$ cat config.mk
export PLATFORM = sky130hd
export DESIGN_NAME = ribr_decoder
export DESIGN_NICKNAME = d
export VERILOG_FILES = /design/src/rtl/ribr_pkg.sv /design/src/rtl/ribr_group_match.sv /design/src/rtl/ribr_legality.sv /design/src/rtl/ribr_tag_gen.sv /design/src/rtl/ribr_decoder.sv
export SDC_FILE = /design/constraint.sdc
export NUM_CORES = 1
export LEC_CHECK = 0
export BUFFER_PORTS_ARGS = -buffer_cell sky130_fd_sc_hd__buf_2
export CORE_UTILIZATION = 48
export CTS_CLUSTER_DIAMETER = 50
export DETAILED_ROUTE_END_ITERATION = 12
export PLACE_DENSITY = 0.79
export SKIP_LAST_GASP = 1
export SLEW_MARGIN = 40
export SYNTH_ARGS = -nofsm -noshare
export SYNTH_HDL_FRONTEND = slang
export SYNTH_SLANG_ARGS = --single-unit
$ cat constraint.sdc
create_clock -name clk -period 2.5 [get_ports clk]
set_clock_uncertainty 0.1 [all_clocks]
set_input_delay 0.125 -clock clk [delete_from_list [all_inputs] [get_ports clk]]
set_output_delay 0.125 -clock clk [all_outputs]
set_load 0.02 [all_outputs]
$ cat src/rtl/ribr_pkg.sv
package ribr_pkg;

   localparam int unsigned INSTR_W = 32;
   localparam int unsigned REG_W   = 5;

   // Fixed opcode fields of the group
   localparam logic [6:0] GRP_TOP  = 7'b1101011;
   localparam logic       GRP_B23  = 1'b0;
   localparam logic [4:0] GRP_MID  = 5'b11111;
   localparam logic [3:0] GRP_LOW  = 4'b0000;

   typedef enum logic [1:0] {
      BK_JUMP = 2'b00,
      BK_CALL = 2'b01,
      BK_RET  = 2'b10,
      BK_RSVD = 2'b11
   } br_kind_e;

   typedef enum logic [1:0] {
      LT_RET    = 2'b00,
      LT_JUMP   = 2'b01,
      LT_CALL   = 2'b10,
      LT_STRICT = 2'b11
   } land_tag_e;

   typedef struct packed {
      logic             zmod;
      br_kind_e         kind;
      logic             auth;
      logic             key_b;
      logic [REG_W-1:0] tgt;
      logic [REG_W-1:0] mod;
   } br_fields_t;

endpackage

$ cat src/rtl/ribr_group_match.sv
module ribr_group_match
   import ribr_pkg::*;
(
   input  logic [INSTR_W-1:0] instr,
   output logic               in_group
);

   logic top_ok, b23_ok, mid_ok, low_ok;

   always_comb begin
      top_ok   = (instr[31:25] == GRP_TOP);
      b23_ok   = (instr[23]    == GRP_B23);
      mid_ok   = (instr[20:16] == GRP_MID);
      low_ok   = (instr[15:12] == GRP_LOW);
      in_group = top_ok & b23_ok & mid_ok & low_ok;
   end

endmodule

$ cat src/rtl/ribr_legality.sv
module ribr_legality
   import ribr_pkg::*;
#(
   parameter int unsigned LINK_REG = 30
) (
   input  br_fields_t        f,
   input  logic              auth_ok,
   output logic              illegal,
   output logic [REG_W-1:0]  tgt_idx,
   output logic              mod_sp
);

   localparam logic [REG_W-1:0] SP_CODE  = {REG_W{1'b1}};
   localparam logic [REG_W-1:0] LINK_IDX = REG_W'(LINK_REG);

   logic bad_kind, bad_plain_mod, bad_no_feat, bad_auth_mod, bad_auth_ret;
   logic auth_ret;

   always_comb begin
      auth_ret      = f.auth & (f.kind == BK_RET);
      bad_kind      = (f.kind == BK_RSVD);
      bad_plain_mod = ~f.auth & (f.mod != '0);
      bad_no_feat   = f.auth & ~auth_ok;
      bad_auth_mod  = f.auth & ~f.zmod & (f.mod != SP_CODE);
      bad_auth_ret  = auth_ret & (f.tgt != SP_CODE);
      illegal       = bad_kind | bad_plain_mod | bad_no_feat
                    | bad_auth_mod | bad_auth_ret;
      tgt_idx       = auth_ret ? LINK_IDX : f.tgt;
      mod_sp        = (f.zmod & (f.mod == SP_CODE)) | auth_ret;
   end

endmodule

$ cat src/rtl/ribr_tag_gen.sv
module ribr_tag_gen
   import ribr_pkg::*;
#(
   parameter int unsigned PAD_LO = 16,
   parameter int unsigned PAD_HI = 17
) (
   input  br_kind_e          kind,
   input  logic [REG_W-1:0]  src_reg,
   input  logic              guarded,
   output land_tag_e         tag
);

   logic pad_reg;

   always_comb begin
      pad_reg = (src_reg == REG_W'(PAD_LO)) | (src_reg == REG_W'(PAD_HI));
      unique case (kind)
         BK_CALL: tag = LT_CALL;
         BK_RET:  tag = LT_RET;
         BK_JUMP: tag = (guarded & ~pad_reg) ? LT_STRICT : LT_JUMP;
         default: tag = LT_RET;
      endcase
   end

endmodule

$ cat src/rtl/ribr_decoder.sv
module ribr_decoder
   import ribr_pkg::*;
#(
   parameter int unsigned ADDR_W    = 64,
   parameter int unsigned PC_STEP   = 4,
   parameter int unsigned AUTH_MODE = 0,   // 0 pin, 1 always present, 2 never
   parameter int unsigned LINK_REG  = 30,
   parameter int unsigned PAD_LO    = 16,
   parameter int unsigned PAD_HI    = 17
) (
   input  logic              clk,
   input  logic              rst_n,
   input  logic              in_valid,
   input  logic [31:0]       instr,
   input  logic [ADDR_W-1:0] pc,
   input  logic              guarded_page,
   input  logic              auth_present,
   output logic              out_valid,
   output logic              out_not_mine,
   output logic              out_undef,
   output logic              out_taken,
   output logic [1:0]        out_kind,
   output logic [4:0]        out_tgt_idx,
   output logic [4:0]        out_mod_idx,
   output logic              out_mod_sp,
   output logic              out_auth,
   output logic              out_key_b,
   output logic              out_link_we,
   output logic [ADDR_W-1:0] out_link_data,
   output logic [1:0]        out_btype
);

   localparam logic [ADDR_W-1:0] STEP = ADDR_W'(PC_STEP);
   localparam int unsigned REG_CNT    = 1 << REG_W;

   if (ADDR_W < 8)            begin : g_chk_addr  $error("ADDR_W too small"); end
   if (AUTH_MODE > 2)         begin : g_chk_mode  $error("AUTH_MODE out of range"); end
   if (LINK_REG >= REG_CNT)   begin : g_chk_link  $error("LINK_REG out of range"); end
   if (PAD_LO >= REG_CNT || PAD_HI >= REG_CNT)
                              begin : g_chk_pad   $error("PAD register out of range"); end

   // Field split
   br_fields_t fld;
   always_comb begin
      fld.zmod  = instr[24];
      fld.kind  = br_kind_e'(instr[22:21]);
      fld.auth  = instr[11];
      fld.key_b = instr[10];
      fld.tgt   = instr[9:5];
      fld.mod   = instr[4:0];
   end

   // Authentication feature source
   logic auth_ok;
   if (AUTH_MODE == 1) begin : g_auth_on
      assign auth_ok = 1'b1;
   end else if (AUTH_MODE == 2) begin : g_auth_off
      assign auth_ok = 1'b0;
   end else begin : g_auth_pin
      assign auth_ok = auth_present;
   end

   logic             in_group;
   logic             illegal;
   logic [REG_W-1:0] tgt_idx;
   logic             mod_sp;
   land_tag_e        tag;

   ribr_group_match u_match (
      .instr    (instr),
      .in_group (in_group)
   );

   ribr_legality #(.LINK_REG(LINK_REG)) u_legal (
      .f        (fld),
      .auth_ok  (auth_ok),
      .illegal  (illegal),
      .tgt_idx  (tgt_idx),
      .mod_sp   (mod_sp)
   );

   ribr_tag_gen #(.PAD_LO(PAD_LO), .PAD_HI(PAD_HI)) u_tag (
      .kind     (fld.kind),
      .src_reg  (fld.tgt),
      .guarded  (guarded_page),
      .tag      (tag)
   );

   logic ok_now;
   assign ok_now = in_group & ~illegal;

   // Control flags: cleared by reset and on idle cycles
   always_ff @(posedge clk) begin
      if (!rst_n) begin
         out_valid    <= 1'b0;
         out_not_mine <= 1'b0;
         out_undef    <= 1'b0;
         out_taken    <= 1'b0;
         out_link_we  <= 1'b0;
      end else begin
         out_valid    <= in_valid;
         out_not_mine <= in_valid & ~in_group;
         out_undef    <= in_valid & in_group & illegal;
         out_taken    <= in_valid & ok_now;
         out_link_we  <= in_valid & ok_now & (fld.kind == BK_CALL);
      end
   end

   // Data fields: captured on valid, held otherwise
   always_ff @(posedge clk) begin
      if (in_valid) begin
         out_kind      <= fld.kind;
         out_tgt_idx   <= tgt_idx;
         out_mod_idx   <= fld.mod;
         out_mod_sp    <= mod_sp;
         out_auth      <= fld.auth;
         out_key_b     <= fld.key_b;
         out_link_data <= pc + STEP;
         out_btype     <= tag;
      end
   end

endmodule

==> impl_metrics.tcl <==
set metrics [dict create \
    status "completed" \
    final_hold_viol_count 0 \
    startpoint_type "input port" \
    cts-root-to-sink-buffers 2 \
    synth-async-reset-ratio_pct 0 \
    synthDistinctLibCells 42 \
    worst_slew_margin_rel_pct 58.9 \
    synthToLayoutAreaGrowth_pct 37.5 \
    antenna_found_initial 0 \
    height_of_the_die_um 95.9 \
    drv.max_cap_violation_count 0 \
    die_area_um2 9200 \
    mostFrequentLayoutCell "buf_2" \
    pwr_density_cell_nw_per_um2 580 \
    unrepaired_setup_endpoints_after_global_routing "false" \
    top_level_ports 187 \
    global_route_wire_length_before_repair_mm 17.0 \
    drt_first_iter_violations 166 \
    synth_top_flop_cell "edfxtp_1" \
    route.vias.total 3591 \
    final_period_minus_worst_setup_slack_ns 2.31 \
    path_class "in2reg" \
    cts_tree "done" \
    hold_depth 2 \
    syn_area_per_cell_um2 12.6 \
    floorplan.rows 33 \
    drive_gt1_share_pct 40.5 \
    sum_of_internal_switching_and_leakage_power_mw 3.38 \
    syn-instance-count 337 \
    hpwlAfterDp_mm 8.23 \
    synth-edff-count 81 \
    clk_pin_slew_ns 0.09 \
    synth-seq-area-share_pct 59.8 \
    routed_wire_length_mm 11.1 \
    maxClockFrequency_mhz 434 \
    die_w_um 95.9 \
    clock_sink_count 86 \
    global_route.overflow_total 0 \
    end_kind "flip-flop" \
    grt_start_max_net_pins 49 \
    finalSetupTns_ns 0 \
    core-area_um2 8380 \
    worst_vdd_rail_ir_drop_uv 334 \
    post-cts-setup-buffers 0 \
    mapped_area_um2 4240 \
    remaining_design_rule_violation_count 0 \
    worst_hold_path_type "in2reg" \
    drt_pre_antenna_iters 5 \
    crit_path_max_fanout 9 \
    number_of_buffers_created_by_cts 9 \
    crit_arrival_ns 2.30 \
    final-max-slew-violation-count 0 \
    leakage_nw 2.43 \
    ys.warnings.count 0 \
    syn-num-nets 439 \
    layout_common_cells "buf_2 (185), edfxtp_1 (81), xor2_1 (37), nand2_1 (32), dlygate4sd3_1 (27)" \
    cts_root_buffer "clkbuf_8" \
    grtUsageTotal_pct 24.8 \
    drt.antenna.violating_nets 0 \
    period_share_pct 92.3 \
    grt_pass1_vias 3478 \
    num-nets-final 665 \
    cts.htree.levels 3 \
    required_ns 2.49 \
    wl_per_cell_um 16.5 \
    gp_congestion 0.867 \
    postSynthRegisterBits 86 \
    insertedDiodeCount 0 \
    placement.io_buffers 186 \
    final-setup-viol-count 0 \
    timing_worst_slew_pin_value_ns 0.617 \
    initial_utilization_pct 50.5 \
    via_per_inst 5.34 \
]
-- logic make-up after synthesis --
group / share of synthesized area [%]
adder cells (fa/ha/maj): 0.295
buffers and inverters: 1.45
AND/OR/NAND/NOR: 25.3
XOR/XNOR: 12.4
AO/OA/AOI/OAI: 0.798
flip-flops: 59.8
-- Yosys cell counts, types with 2 or more instances --
cell type  number  area [um^2]
or3_1           3         18.8
inv_1          10         37.5
nor4_2          4         50.1
and3_1          8         50.1
xor2_1         37          324
and2_1          2         12.5
or2_2           2         12.5
edfxtp_1       81         2430
nand2_1        32          120
nand3_1        25          125
dfxtp_1         5          100
xnor2_1        23          201
nor3_1         16         80.1
buf_4           2         15.0
and4_1          4         35.0
nand4_2         2         25.0
a21oi_1         2         10.0
nor3_2          2         20.0
nand2b_1        5         31.3
o21ai_0         2         10.0
nor4_1          8         50.1
nor2_1         23         86.3
nor4_4          5          106
nand4_1        15         93.8
nand3_4         2         35.0
-- where the power goes --
part	internal [mW]	leakage, nW	switching [mW]	total [mW]
clock	0.576	0.111	0.534	1.11
combinational	0.206	1.48	0.341	0.547
sequential	1.70	0.833	0.0275	1.72
-- final timing paths --
path | end | startpoint
setup / recovery | out_link_data[54] | pc[2]
hold / removal | out_link_data[22] | pc[22]
-- repair_timing --
action | CTS | global route
endpoints found under the setup margin | 0 | 3
endpoints found under the hold margin | 27 | 0
gates resized for setup | 0 | 1
hold buffers | 27 | 0
-- flip-flops by register name, indices dropped and copies added, names as in the netlist --
register	count
out_mod_idx	5
out_link_data	64
out_kind	2
out_btype	2
out_not_mine	1
out_undef	1
out_taken	1
out_valid	1
out_tgt_idx	5
out_key_b	1
out_auth	1
out_mod_sp	1
out_link_we	1
-- through the flow --
| step | instance area (um^2) | hold WS [ns] | worst slack [ns] | util [%] | cells |
|---|---|---|---|---|---|
| final | 5820 | 0.00885 | 0.194 | 69.5 | 673 |
| after detailed placement | 5320 | 0.204 | 0.318 | 63.5 | 630 |
| after global placement | 5320 | 0.202 | 0.404 | 63.5 | 630 |
| after CTS | 5820 | 0.0000809 | 0.147 | 69.4 | 673 |
| after global routing | 5820 | 0.00252 | 0.0177 | 69.5 | 673 |
| after floorplan | 4240 | 0.101 | 0.646 | - | 337 |
-- area by class of cell --
type / count / area (um^2)
clock inverter: 7 / 103
sequential: 86 / 2530
clock buffer: 9 / 124
timing repair buffer: 219 / 1250
multi-input combinational: 237 / 1650
tap: 105 / 131
fill: 641 / 2560
inverter: 10 / 37.5
-- worst max-delay path, stage by stage --
cell and delay, ns:
dlygate4sd3_1 0.52, buf_2 0.15, ha_1 0.21, nand4_1 0.26
nor4_4 0.39, nand3_4 0.20, nor4_2 0.32, xor2_1 0.10
-- per-layer routing --
| layer | up-vias | global-route usage [%] | share of wire [%] | routed length, um |
|---|---|---|---|---|
| li1 | 1705 | - | - | - |
| met1 | 1703 | 31.0 | 41 | 4580 |
| met2 | 157 | 43.1 | 51 | 5630 |
| met3 | 26 | 3.87 | 5.5 | 610 |
| met4 | 0 | 9.95 | 2.7 | 304 |
| met5 | - | 0 | 0 | 0 |
No activity file was read; power rests on OpenSTA's default activity.
